$ cat config.mk
export PLATFORM = sky130hd
export DESIGN_NAME = intc_vec_ctrl
export DESIGN_NICKNAME = d
export VERILOG_FILES = /design/src/rtl/intc_pkg.sv /design/src/rtl/intc_bit_bank.sv /design/src/rtl/intc_prio_arb.sv /design/src/rtl/intc_svc_port.sv /design/src/rtl/intc_vec_ctrl.sv
export SDC_FILE = /design/constraint.sdc
export NUM_CORES = 1
export LEC_CHECK = 0
export BUFFER_PORTS_ARGS = -buffer_cell sky130_fd_sc_hd__buf_4
export CORE_MARGIN = 2
export CORE_UTILIZATION = 45
export DETAILED_ROUTE_END_ITERATION = 16
export PLACE_DENSITY = 0.7
export SLEW_MARGIN = 20
export SYNTH_ARGS = -nofsm -noshare
export SYNTH_HDL_FRONTEND = slang
export SYNTH_SLANG_ARGS = --single-unit
$ cat constraint.sdc
create_clock -name clk -period 1.2 [get_ports clk]
set_input_delay 0.24 -clock clk [delete_from_list [all_inputs] [get_ports clk]]
set_output_delay 0.24 -clock clk [all_outputs]
set_load 0.05 [all_outputs]
$ cat src/rtl/intc_pkg.sv
package intc_pkg;
  localparam int DATA_W     = 8;
  localparam int ADDR_W     = 2;
  localparam int N_DIRECT   = 5;
  localparam int N_SUB      = 6;
  localparam int PER_REG    = 3;
  localparam int FLAG_LSB   = 4;
  localparam int EN_LSB     = 1;
  localparam int VEC_BASE   = 4;
  localparam int VEC_STEP   = 4;

  typedef enum logic [ADDR_W-1:0] {
    SEL_CTL0   = 2'd0,
    SEL_CTL1   = 2'd1,
    SEL_SUBEN  = 2'd2,
    SEL_SUBFLG = 2'd3
  } reg_sel_e;
endpackage

$ cat src/rtl/intc_bit_bank.sv
// Bank of sticky control bits: hardware set wins, then hardware clear,
// then a per-bit software write.
module intc_bit_bank #(
  parameter int N = 6
) (
  input  logic         clk,
  input  logic         rst_n,
  input  logic [N-1:0] set_i,
  input  logic [N-1:0] clr_i,
  input  logic [N-1:0] we_i,
  input  logic [N-1:0] wd_i,
  output logic [N-1:0] q_o
);
  logic [N-1:0] q_d, q_q;

  for (genvar i = 0; i < N; i++) begin : g_bit
    assign q_d[i] = set_i[i] ? 1'b1 :
                    clr_i[i] ? 1'b0 :
                    we_i[i]  ? wd_i[i] : q_q[i];
  end

  always_ff @(posedge clk or negedge rst_n) begin
    if (!rst_n) q_q <= '0;
    else        q_q <= q_d;
  end

  assign q_o = q_q;
endmodule

$ cat src/rtl/intc_prio_arb.sv
// Fixed-priority pick: lowest index wins.
module intc_prio_arb #(
  parameter int N  = 6,
  parameter int IW = $clog2(N)
) (
  input  logic [N-1:0]  req_i,
  output logic          any_o,
  output logic [N-1:0]  win_oh_o,
  output logic [IW-1:0] win_idx_o
);
  logic [N:0] seen;
  assign seen[0] = 1'b0;

  for (genvar i = 0; i < N; i++) begin : g_pri
    assign win_oh_o[i]  = req_i[i] & ~seen[i];
    assign seen[i+1]    = seen[i] | req_i[i];
  end

  assign any_o = seen[N];

  always_comb begin
    win_idx_o = '0;
    for (int i = 0; i < N; i++) begin
      if (win_oh_o[i]) win_idx_o = IW'(i);
    end
  end
endmodule

$ cat src/rtl/intc_svc_port.sv
// Holds the service request and vector until the core acknowledges.
module intc_svc_port #(
  parameter int N      = 6,
  parameter int IW     = $clog2(N),
  parameter int DW     = 8,
  parameter int V_BASE = 4,
  parameter int V_STEP = 4
) (
  input  logic          clk,
  input  logic          rst_n,
  input  logic          fire_i,
  input  logic [IW-1:0] idx_i,
  input  logic          ack_i,
  output logic          req_o,
  output logic [DW-1:0] vec_o
);
  logic          req_d, req_q;
  logic [DW-1:0] vec_d, vec_q;

  always_comb begin
    req_d = req_q;
    vec_d = vec_q;
    if (fire_i) begin
      req_d = 1'b1;
      vec_d = DW'(V_BASE + V_STEP * int'(idx_i));
    end else if (ack_i) begin
      req_d = 1'b0;
    end
  end

  always_ff @(posedge clk or negedge rst_n) begin
    if (!rst_n) begin
      req_q <= 1'b0;
      vec_q <= '0;
    end else begin
      req_q <= req_d;
      vec_q <= vec_d;
    end
  end

  assign req_o = req_q;
  assign vec_o = vec_q;
endmodule

$ cat src/rtl/intc_vec_ctrl.sv
module intc_vec_ctrl
  import intc_pkg::*;
#(
  parameter int NUM_DIRECT = N_DIRECT,
  parameter int NUM_SUB    = N_SUB,
  parameter int DW         = DATA_W,
  parameter int AW         = ADDR_W
) (
  input  logic                  clk,
  input  logic                  rst_n,
  input  logic                  phase_stb,
  input  logic [NUM_DIRECT-1:0] core_req,
  input  logic [NUM_SUB-1:0]    sub_req,
  input  logic                  reg_we,
  input  logic [AW-1:0]         reg_addr,
  input  logic [DW-1:0]         reg_wdata,
  output logic [DW-1:0]         reg_rdata,
  input  logic                  reti,
  output logic                  svc_req,
  input  logic                  svc_ack,
  output logic [DW-1:0]         svc_vector
);
  localparam int NSRC   = NUM_DIRECT + 1;
  localparam int IW     = $clog2(NSRC);
  localparam int NGROUP = (NSRC + PER_REG - 1) / PER_REG;
  localparam int MF_IDX = NSRC - 1;

  // Reset: asserted asynchronously, released on the clock
  logic rst_meta_q, rst_sync_n;
  always_ff @(posedge clk or negedge rst_n) begin
    if (!rst_n) begin
      rst_meta_q <= 1'b0;
      rst_sync_n <= 1'b0;
    end else begin
      rst_meta_q <= 1'b1;
      rst_sync_n <= rst_meta_q;
    end
  end

  // Register write decode
  logic [NGROUP-1:0] ctl_wr;
  logic              sub_en_wr, sub_flg_wr;
  always_comb begin
    ctl_wr     = '0;
    sub_en_wr  = 1'b0;
    sub_flg_wr = 1'b0;
    if (reg_we) begin
      unique case (reg_sel_e'(reg_addr))
        SEL_CTL0:   ctl_wr[0]  = 1'b1;
        SEL_CTL1:   ctl_wr[1]  = 1'b1;
        SEL_SUBEN:  sub_en_wr  = 1'b1;
        SEL_SUBFLG: sub_flg_wr = 1'b1;
        default: ;
      endcase
    end
  end

  // Per-source write steering: same bit pattern in each control register
  logic [NSRC-1:0] src_we, flg_wd, en_wd;
  for (genvar i = 0; i < NSRC; i++) begin : g_steer
    localparam int GRP = i / PER_REG;
    localparam int POS = i % PER_REG;
    assign src_we[i] = ctl_wr[GRP];
    assign flg_wd[i] = reg_wdata[FLAG_LSB + POS];
    assign en_wd[i]  = reg_wdata[EN_LSB + POS];
  end

  // Sub-sources
  logic [NUM_SUB-1:0] sub_en, sub_flg;
  intc_bit_bank #(.N(NUM_SUB)) u_sub_en (
    .clk(clk), .rst_n(rst_sync_n),
    .set_i('0), .clr_i('0),
    .we_i({NUM_SUB{sub_en_wr}}), .wd_i(reg_wdata[NUM_SUB-1:0]),
    .q_o(sub_en)
  );
  intc_bit_bank #(.N(NUM_SUB)) u_sub_flg (
    .clk(clk), .rst_n(rst_sync_n),
    .set_i(sub_req), .clr_i('0),
    .we_i({NUM_SUB{sub_flg_wr}}), .wd_i(reg_wdata[NUM_SUB-1:0]),
    .q_o(sub_flg)
  );
  logic mf_hit;
  assign mf_hit = |(sub_req & sub_en);

  // Source flags and enables
  logic [NSRC-1:0] src_en, src_flg, src_set, src_clr;
  logic [NSRC-1:0] win_oh, pend;
  logic [IW-1:0]   win_idx;
  logic            any_pend, gie_q, gie_d, grant;

  assign src_set = {mf_hit, core_req};
  assign src_clr = grant ? win_oh : '0;

  intc_bit_bank #(.N(NSRC)) u_src_en (
    .clk(clk), .rst_n(rst_sync_n),
    .set_i('0), .clr_i('0),
    .we_i(src_we), .wd_i(en_wd),
    .q_o(src_en)
  );
  intc_bit_bank #(.N(NSRC)) u_src_flg (
    .clk(clk), .rst_n(rst_sync_n),
    .set_i(src_set), .clr_i(src_clr),
    .we_i(src_we), .wd_i(flg_wd),
    .q_o(src_flg)
  );

  // Arbitration
  assign pend = src_flg & src_en & {NSRC{gie_q}};
  intc_prio_arb #(.N(NSRC)) u_arb (
    .req_i(pend), .any_o(any_pend),
    .win_oh_o(win_oh), .win_idx_o(win_idx)
  );
  assign grant = phase_stb & gie_q & ~svc_req & any_pend;

  // Master enable: grant clear beats reti, reti beats software write
  always_comb begin
    gie_d = gie_q;
    if (grant)          gie_d = 1'b0;
    else if (reti)      gie_d = 1'b1;
    else if (ctl_wr[0]) gie_d = reg_wdata[0];
  end
  always_ff @(posedge clk or negedge rst_sync_n) begin
    if (!rst_sync_n) gie_q <= 1'b0;
    else             gie_q <= gie_d;
  end

  intc_svc_port #(
    .N(NSRC), .DW(DW), .V_BASE(VEC_BASE), .V_STEP(VEC_STEP)
  ) u_svc (
    .clk(clk), .rst_n(rst_sync_n),
    .fire_i(grant), .idx_i(win_idx), .ack_i(svc_ack),
    .req_o(svc_req), .vec_o(svc_vector)
  );

  // Readback
  always_comb begin
    reg_rdata = '0;
    unique case (reg_sel_e'(reg_addr))
      SEL_CTL0:   reg_rdata = {1'b0, src_flg[PER_REG-1:0], src_en[PER_REG-1:0], gie_q};
      SEL_CTL1:   reg_rdata = {1'b0, src_flg[MF_IDX -: PER_REG],
                               src_en[MF_IDX -: PER_REG], 1'b0};
      SEL_SUBEN:  reg_rdata = DW'(sub_en);
      SEL_SUBFLG: reg_rdata = DW'(sub_flg);
      default: ;
    endcase
  end
endmodule

After elaboration in Yosys (flattened, before gate mapping)
Cells that the tools add are included.
Widths: inputs -> output; s select.
{ "totals": {"register_bits": 36, "latch_bits": 0, "ramBits": 0, "rom_bits": 0, "input_bits": 27, "output_inout_bits": 17, "wordCells": 111, "mem_count": 0} }
{ "op_classes": {"add_sub_neg": 1, "n_mul": 0, "div": 0, "magnitude_cmp": 0, "n_eq_ne": 3, "n_shift": 0, "muxes": 49, "n_bitwise": 22, "reduce_logical": 16} }
{ "op_table": {"columns": ["op", "count"], "rows": [
  ["$mux 1", 42],
  ["$pmux 8 s4", 1],
  ["$reduce_bool 3->1", 7],
  ["$and 6x6->6", 3],
  ["$reduce_bool 2->1", 7],
  ["$mux 3", 4],
  ["$and 1x1->1", 8],
  ["$add 3x5->6 const A", 1],
  ["$mux 6", 1],
  ["$not 1->1", 6],
  ["$reduce_or 6->1", 1],
  ["$or 1x1->1", 5],
  ["$eq 2x2->1 const B", 2],
  ["$eq 2x1->1 const B", 1],
  ["$logic_not 2->1", 1],
  ["$mux 2", 1]
]} }

Logic depth before layout (Yosys ltp)
Gate-level depths: netlist (run 1).
{ "logic_depth": {"ltp_word": 11, "depth_mapped": 8} }

By module
From an unflattened synthesis (run 1), not the netlist that was laid out.
{ "hier_totals": {"hier_cells": 156, "area_unflattened_um2": 1791.7} }
{ "by_module_without_submodules": {"columns": ["mod", "n_inst", "cells_each", "area_each_um2"], "rows": [
  ["intc_bit_bank", 4, 18, 255.2],
  ["intc_vec_ctrl", 1, 44, 420.4],
  ["intc_svc_port", 1, 23, 256.5],
  ["intc_prio_arb", 1, 17, 93.8]
]} }

Worst setup path before layout (run 1)
OpenSTA, ideal clock, no wires.
{ "synth_timing": {"path_kind": "register to register", "start": "register u_svc.req_q, in the netlist u_svc.req_o", "end": "register u_svc.vec_q[3], in the netlist u_svc.vec_o[3]", "t_arrival_ns": 1.426, "setup_slack_ns": -0.351, "stages_incl_launch_ff": 4, "path_buffers": 0, "synth_period_minus_slack_ns": 1.551, "cell_sequence": "dfrtp_1 nand3b_1 a21oi_2 mux2_2"} }
{ "synth_via": {"elab_chain_cells": 3} }
{ "synth_rtl": {"columns": ["element", "line", "text"], "rows": [
  ["from (decl)", "intc_svc_port.sv:17", "logic req_d, req_q;"],
  ["from (signal assigned)", "intc_svc_port.sv:36", "req_q <= req_d;"],
  ["$not 1->1", "intc_vec_ctrl.sv:113", "assign grant = phase_stb & gie_q & ~svc_req & any_pend;"],
  ["$and 1x1->1 (2 in a row)", "intc_vec_ctrl.sv:113", null],
  ["to (signal assigned)", "intc_svc_port.sv:37", "vec_q <= vec_d;"],
  ["to (decl)", "intc_svc_port.sv:18", "logic [DW-1:0] vec_d, vec_q;"]
]} }
Every way passes these cells.
A chain may end at the register's enable or synchronous reset.

Final worst setup path (run 1)
{ "layout_timing": {"start": "register u_src_flg.q_q[4], in the netlist u_src_flg.q_o[4]", "end": "output reg_rdata[5]"} }
{ "layout_via": {"elab_chain_cells": 1} }
{ "layout_rtl": {"columns": ["element", "line", "text"], "rows": [
  ["from (decl)", "intc_bit_bank.sv:14", "logic [N-1:0] q_d, q_q;"],
  ["from (signal assigned)", "intc_bit_bank.sv:24", "else q_q <= q_d;"],
  ["$pmux 8 s4", "intc_vec_ctrl.sv:138", "unique case (reg_sel_e'(reg_addr))"],
  ["to (decl)", "intc_vec_ctrl.sv:17", "output logic [DW-1:0] reg_rdata,"]
]} }
Every way passes these cells. The select of a mux whose other input is x is not followed.

==> flow_summary.ini, run 1 <==
[route]
detail_route.wl_per_cell_um = 18.7
topRoutingLayerUsed = met4
drc = 0
drt-total-wl_mm = 5.27
vias = 1588
drt_iter0_markers = 68
wl_met2_mm = 2.80
route.met3.wl_um = 159
drt_pass1_iterations = 4
via_per_inst = 5.63
wl_met1_mm = 2.14
antenna_left = 0

[global_route]
grt_usage_pct = 24.5
grt_pass1_wl_mm = 7.79
grt_pass1_vias = 1673
antenna_found_initial = 0
grt.overflow.total = 0
grt_max_degree = 31

[timing]
fin_crit_ps = 1750
clock_skew_ps = 8.02
report.final.hold_viol_count = 0
timing.final.crit_share_pct = 145
fmax_mhz = 573
fin_hold_ws_ps = 121
setup_viol = 20
slew_violations = 0
rsz0062_at_grt = yes
setup_ws_ps = -545

[setup_path]
crit_slowest_cell = mux4_2
crit_fanout = 2
cp_slowest_stage_delay_ps = 500
critPathRequiredTime_ps = 960
arrival_ps = 1510
endpoint_kind = primary output
crit_type = reg2out
start_kind = register
path_cells = buf_6 > mux4_2 > buf_8

[run_status]
violations = negative setup slack
outcome = finished, violations left

[cts]
cts_tree = done
htree_levels = 2
clockBufferDepth = 2
cts_inserted_buffers = 5
cts_root_buf = clkbuf_8
path_clk_slew_ps = 70
clkLatencyLatePin_ps = 300
cts.sinks = 32

[place]
place.gp.congestion = 0.902
place_area_um2 = 2230
dp_slack_ps = -407
place_hpwl_mm = 3.19
io_buffers = 37

[die]
die-area_um2 = 4270
initial_core_util_pct = 46.6
io_pins = 44
coreArea_um2 = 3630
dieWidth_um = 65.4
die_h_um = 65.4
rows = 22

[layout]
diodes = 0
fill_cells = 244
final_cell_mix = buf_4 (59), dfrtp_1 (29), buf_6 (18)
syn_to_final_growth_pct = 60.9
nets = 261
multi_input_area_um2 = 1010
layout-drive-gt1-share_pct = 60.3
final_common_cell = buf_4
register_area_um2 = 805
final_cell_area_um2 = 2730

[synthesis]
synth_top_family_by_area = multiplexers
avgSynthCellArea_um2 = 11.6
muxShareOfSynthArea_pct = 19.2
synth.distinct_cells = 39
synth_compound_area_share_pct = 11.3
synthSimpleGateAreaFrac_pct = 17.2
yosysSeqAreaShare_pct = 47.3
synth-seq-cells = 32
synthAdderAreaFrac_pct = 0.739
netlist_instances = 146
synth.cell_area_um2 = 1690
yosysWarningCount = 0
synth_xor_area_share_pct = 0

[min_path]
hold_class = in2reg

[power_and_ir_drop]
powerDensity_nw_per_um2 = 1710
vdd_drop_max_mv = 0.993
p_leak_nw = 1.24

[flow_run]
maxCapViolCount = 0
-- area by class of cell --
class                   instances  share of cell area (%)
clock buffers                   8                    3.30
flip-flops and latches         32                    29.5
repair buffers                 85                    27.9
inverters                       1                   0.138
multi-input cells             108                    36.9
well taps                      48                    2.20
-- routing by layer --
| layer | vias to the layer above | GRT usage, % |
|---|---|---|
| li1 | 700 | - |
| met1 | 818 | 28.7 |
| met2 | 53 | 42.2 |
| met3 | 17 | 3.77 |
| met4 | 0 | 14.6 |
| met5 | - | 0 |
-- worst max-delay path: cells and delay by family (launching register included) --
family,cells,cell delay (ps)
multiplexers,1,500
flip-flops,1,400
buffers and inverters,2,310
-- cells in the mapped netlist --
library cell  instances  share of area, %
dfrtp_1              32                47
nand2_1              19               4.2
mux2_2               14               9.3
buf_4                 7               3.1
nand3b_1              7               3.1
mux4_2                5               6.6
nor2_1                5               1.1
and3_1                4               1.5
mux2i_1               4               2.4
nand3_1               4               1.2
nor2b_1               4               1.5
o21bai_1              3               1.3
a211oi_1              2              0.89
a21o_1                2              0.89
a22o_1                2               1.0
a22o_2                2               1.2
a22oi_1               2              0.89
a2bb2oi_1             2               1.0
conb_1                2              0.44
nand3b_2              2               1.3
nor3_1                2              0.59
o21ai_0               2              0.59
o22ai_1               2              0.74
a2111oi_0             1              0.52
a211o_1               1              0.52
a21oi_1               1              0.30
a21oi_2               1              0.52
a221oi_1              1              0.52
a31oi_1               1              0.37
and2_1                1              0.37
and3b_1               1              0.52
buf_2                 1              0.30
clkbuf_1              1              0.22
ha_1                  1              0.74
inv_1                 1              0.22
mux2_4                1              0.89
nand4_1               1              0.37
nor2_2                1              0.37
nor3b_4               1               1.1
-- sequential cells by signal, summed over array words and instances (netlist names) --
signal / flops
gie_q: 1
rst_meta_q: 1
rst_sync_n: 1
u_src_en.q_o: 6
u_src_flg.q_o: 6
u_sub_en.q_o: 6
u_sub_flg.q_o: 6
u_svc.req_o: 1
u_svc.vec_o: 4
-- power breakdown --
part | switching [W] | internal, W | total [W]
clock | 0.000429 | 0.000468 | 0.000897
combinational | 0.00116 | 0.00117 | 0.00233
sequential | 0.000148 | 0.00127 | 0.00142
-- final timing paths --
| kind | depth (start not counted) | end | start | slack, ps |
|---|---|---|---|---|
| hold reg to reg | 1 | u_src_flg.q_o[1] | rst_sync_n | 260 |
| setup / recovery | 3 | reg_rdata[5] | u_src_flg.q_o[4] | -550 |
| setup reg to reg | 6 | u_svc.vec_o[3] | u_src_flg.q_o[1] | -470 |
| min in group asynchronous | 2 | rst_sync_n | rst_n | 250 |
| hold / removal | 2 | u_src_flg.q_o[2] | core_req[2] | 120 |
| max in group asynchronous | 1 | u_src_flg.q_o[2] | rst_sync_n | 630 |
-- stage by stage --
step / cells / utilization, % / total power, W / TNS (ps)
after floorplan: 150 / - / 0.00245 / -1020
after global placement: 256 / 61.4 / 0.00304 / -4840
after detailed placement: 256 / 61.4 / 0.00309 / -5460
after CTS: 278 / 70.9 / 0.00431 / -6020
after global routing: 282 / 75.0 / 0.00483 / -7250
final: 282 / 75.0 / 0.00465 / -6560
-- logic make-up (layout without fill, tap and decap cells) --
logic type	after synthesis	after routing
fa+ha+maj	1	1
buf+inv	10	94
compound gates	25	25
flops	32	32
other cells	2	6
simple gates	52	52
mux	24	24
-- what timing repair did --
action	4_1_cts	5_1_grt
hold buffers	1	0
pin swaps	6	11
setup endpoints to repair	19	19
setup buffers	13	6
resized for setup	40	26
cloned	0	0
endpoints found under the hold margin	2	0
(Power assumes the default switching activity.)
==> run 2: changes to the inputs <==
--- a/config.mk
+++ b/config.mk
@@ -9,7 +9,7 @@
 export CORE_MARGIN = 2
 export CORE_UTILIZATION = 45
 export DETAILED_ROUTE_END_ITERATION = 16
-export PLACE_DENSITY = 0.7
+export PLACE_DENSITY = 0.76
 export SLEW_MARGIN = 20
 export SYNTH_ARGS = -nofsm -noshare
 export SYNTH_HDL_FRONTEND = slang
==> run 2 against run 1 <==
Effect of this change:
- the flow still finishes with violations (negative setup slack)
- die area did not move
- critical path depth did not move
- flip-flop and latch count did not move
- combinational power rose by 21%
- critical endpoint is now reg_rdata[4]
==> flow_summary.ini, run 2 (synthesis results as in run 1) <==
[layout]
layout-drive-gt1-share_pct = 65.8
diodes = 0
nets = 284
final_common_cell = buf_4
fill_cells = 206
register_area_um2 = 805
syn_to_final_growth_pct = 77.8
multi_input_area_um2 = 1040
final_cell_mix = buf_4 (65), buf_6 (35), dfrtp_1 (29)
fin_util_pct = 82.9

[power_and_ir_drop]
power_w = 0.00527
vdd_drop_max_mv = 0.873
powerDensity_nw_per_um2 = 1750
p_leak_nw = 1.39

[setup_path]
critPathRequiredTime_ps = 960
path_cells = buf_4 > mux4_2 > buf_8
ff2ff_path_depth = 7
startpoint = u_src_flg.q_o[3]
crit_fanout = 2
regToRegSetupSlack_ps = -520
cp_slowest_stage_delay_ps = 500
timing.rr.start = u_src_en.q_o[1]
crit_type = reg2out
arrival_ps = 1500
crit_slowest_cell = mux4_2
start_kind = register
endpoint_kind = primary output
r2r-end = u_svc.vec_o[3]

[timing]
slew_violations = 0
setup_viol = 20
setup_tns_ps = -7170
clock_skew_ps = 9.43
fmax_mhz = 573
fin_crit_ps = 1740
setup_ws_ps = -544
timing.final.crit_share_pct = 145
rsz0062_at_grt = yes
report.final.hold_viol_count = 0

[min_path]
holdCritStartpoint = core_req[2]
holdPathEnd = u_src_flg.q_o[2]
hold_class = in2reg
min_path_cells = 2

[route]
vias = 1657
drt_iter0_markers = 102
drc = 0
drt_pass1_iterations = 4
via_per_inst = 5.43
drt-total-wl_mm = 6.02
detail_route.wl_per_cell_um = 19.7
antenna_left = 0

[cts]
cts_inserted_buffers = 5
cts.sinks = 32
clkLatencyLatePin_ps = 290
path_clk_slew_ps = 70
cts_root_buf = clkbuf_8
htree_levels = 2
cts_tree = done
clockBufferDepth = 2

[global_route]
grt_pass1_vias = 1733
grt_max_degree = 31
grt_pass1_wl_mm = 8.67
antenna_found_initial = 0
grt_usage_pct = 28.0
grt.overflow.total = 0

[place]
dp_slack_ps = -370
place.gp.congestion = 0.798
io_buffers = 37
place_hpwl_mm = 3.51

[die]
initial_core_util_pct = 46.6
die-area_um2 = 4270
io_pins = 44
dieWidth_um = 65.4
die_h_um = 65.4
coreArea_um2 = 3630
rows = 22

[flow_run]
maxCapViolCount = 0

[run_status]
violations = negative setup slack
outcome = finished, violations left
## run 2: power breakdown
group          switching [W]  total (W)  internal (W)
clock network       0.000417    0.00103      0.000616
registers           0.000158    0.00143       0.00127
logic                0.00131    0.00281       0.00150
## run 2: layout make-up
type,count,share of cell area [%]
inverter,1,0.125
sequential,32,26.7
tap,48,1.99
multi-input combinational,108,34.5
clock buffer,6,2.41
clock inverter,2,1.16
timing repair buffer,108,33.1
## run 2: how the worst max path moves through the flow
stage | slack [ps] | to
finish | -540 | reg_rdata[4]
global placement | -320 | u_svc.vec_o[3]
global route | -570 | reg_rdata[4]
floorplan | -300 | u_svc.vec_o[3]
detailed placement | -370 | u_svc.vec_o[4]
CTS | -530 | reg_rdata[4]
## run 2: repair_timing
| action | in CTS | in global routing |
|---|---|---|
| cloned | 0 | 0 |
| hold buffers | 1 | 0 |
| buffers inserted | 23 | 14 |
| gates resized for setup | 60 | 30 |
| hold endpoints to repair | 2 | 0 |
| pin swaps | 17 | 18 |
| endpoints found under the setup margin | 19 | 20 |
## run 2: per-stage QoR
step | hold slack (ps) | std cells | area (µm²)
final | 149 | 305 | 3010
after global routing | 146 | 305 | 3010
after CTS | 148 | 295 | 2820
after detailed placement | 26.0 | 263 | 2280
after global placement | 23.0 | 263 | 2280
after floorplan | -55.6 | 150 | 1750
## run 2: critical path: cells and delay by family, from the launching register on
| kind | cells | cell delay (ps) |
|---|---|---|
| muxes | 1 | 500 |
| DFF | 1 | 400 |
| buffers and inverters | 2 | 320 |
## run 2: metal layers
metal	global-route usage, %	up-vias	wire length (µm)	share of wire, %
met2	50.9	75	3190	53
met1	31.8	814	2320	39
met3	7.53	15	376	6.3
met5	0	-	0	0
li1	-	753	-	-
met4	8.59	0	125	2.1
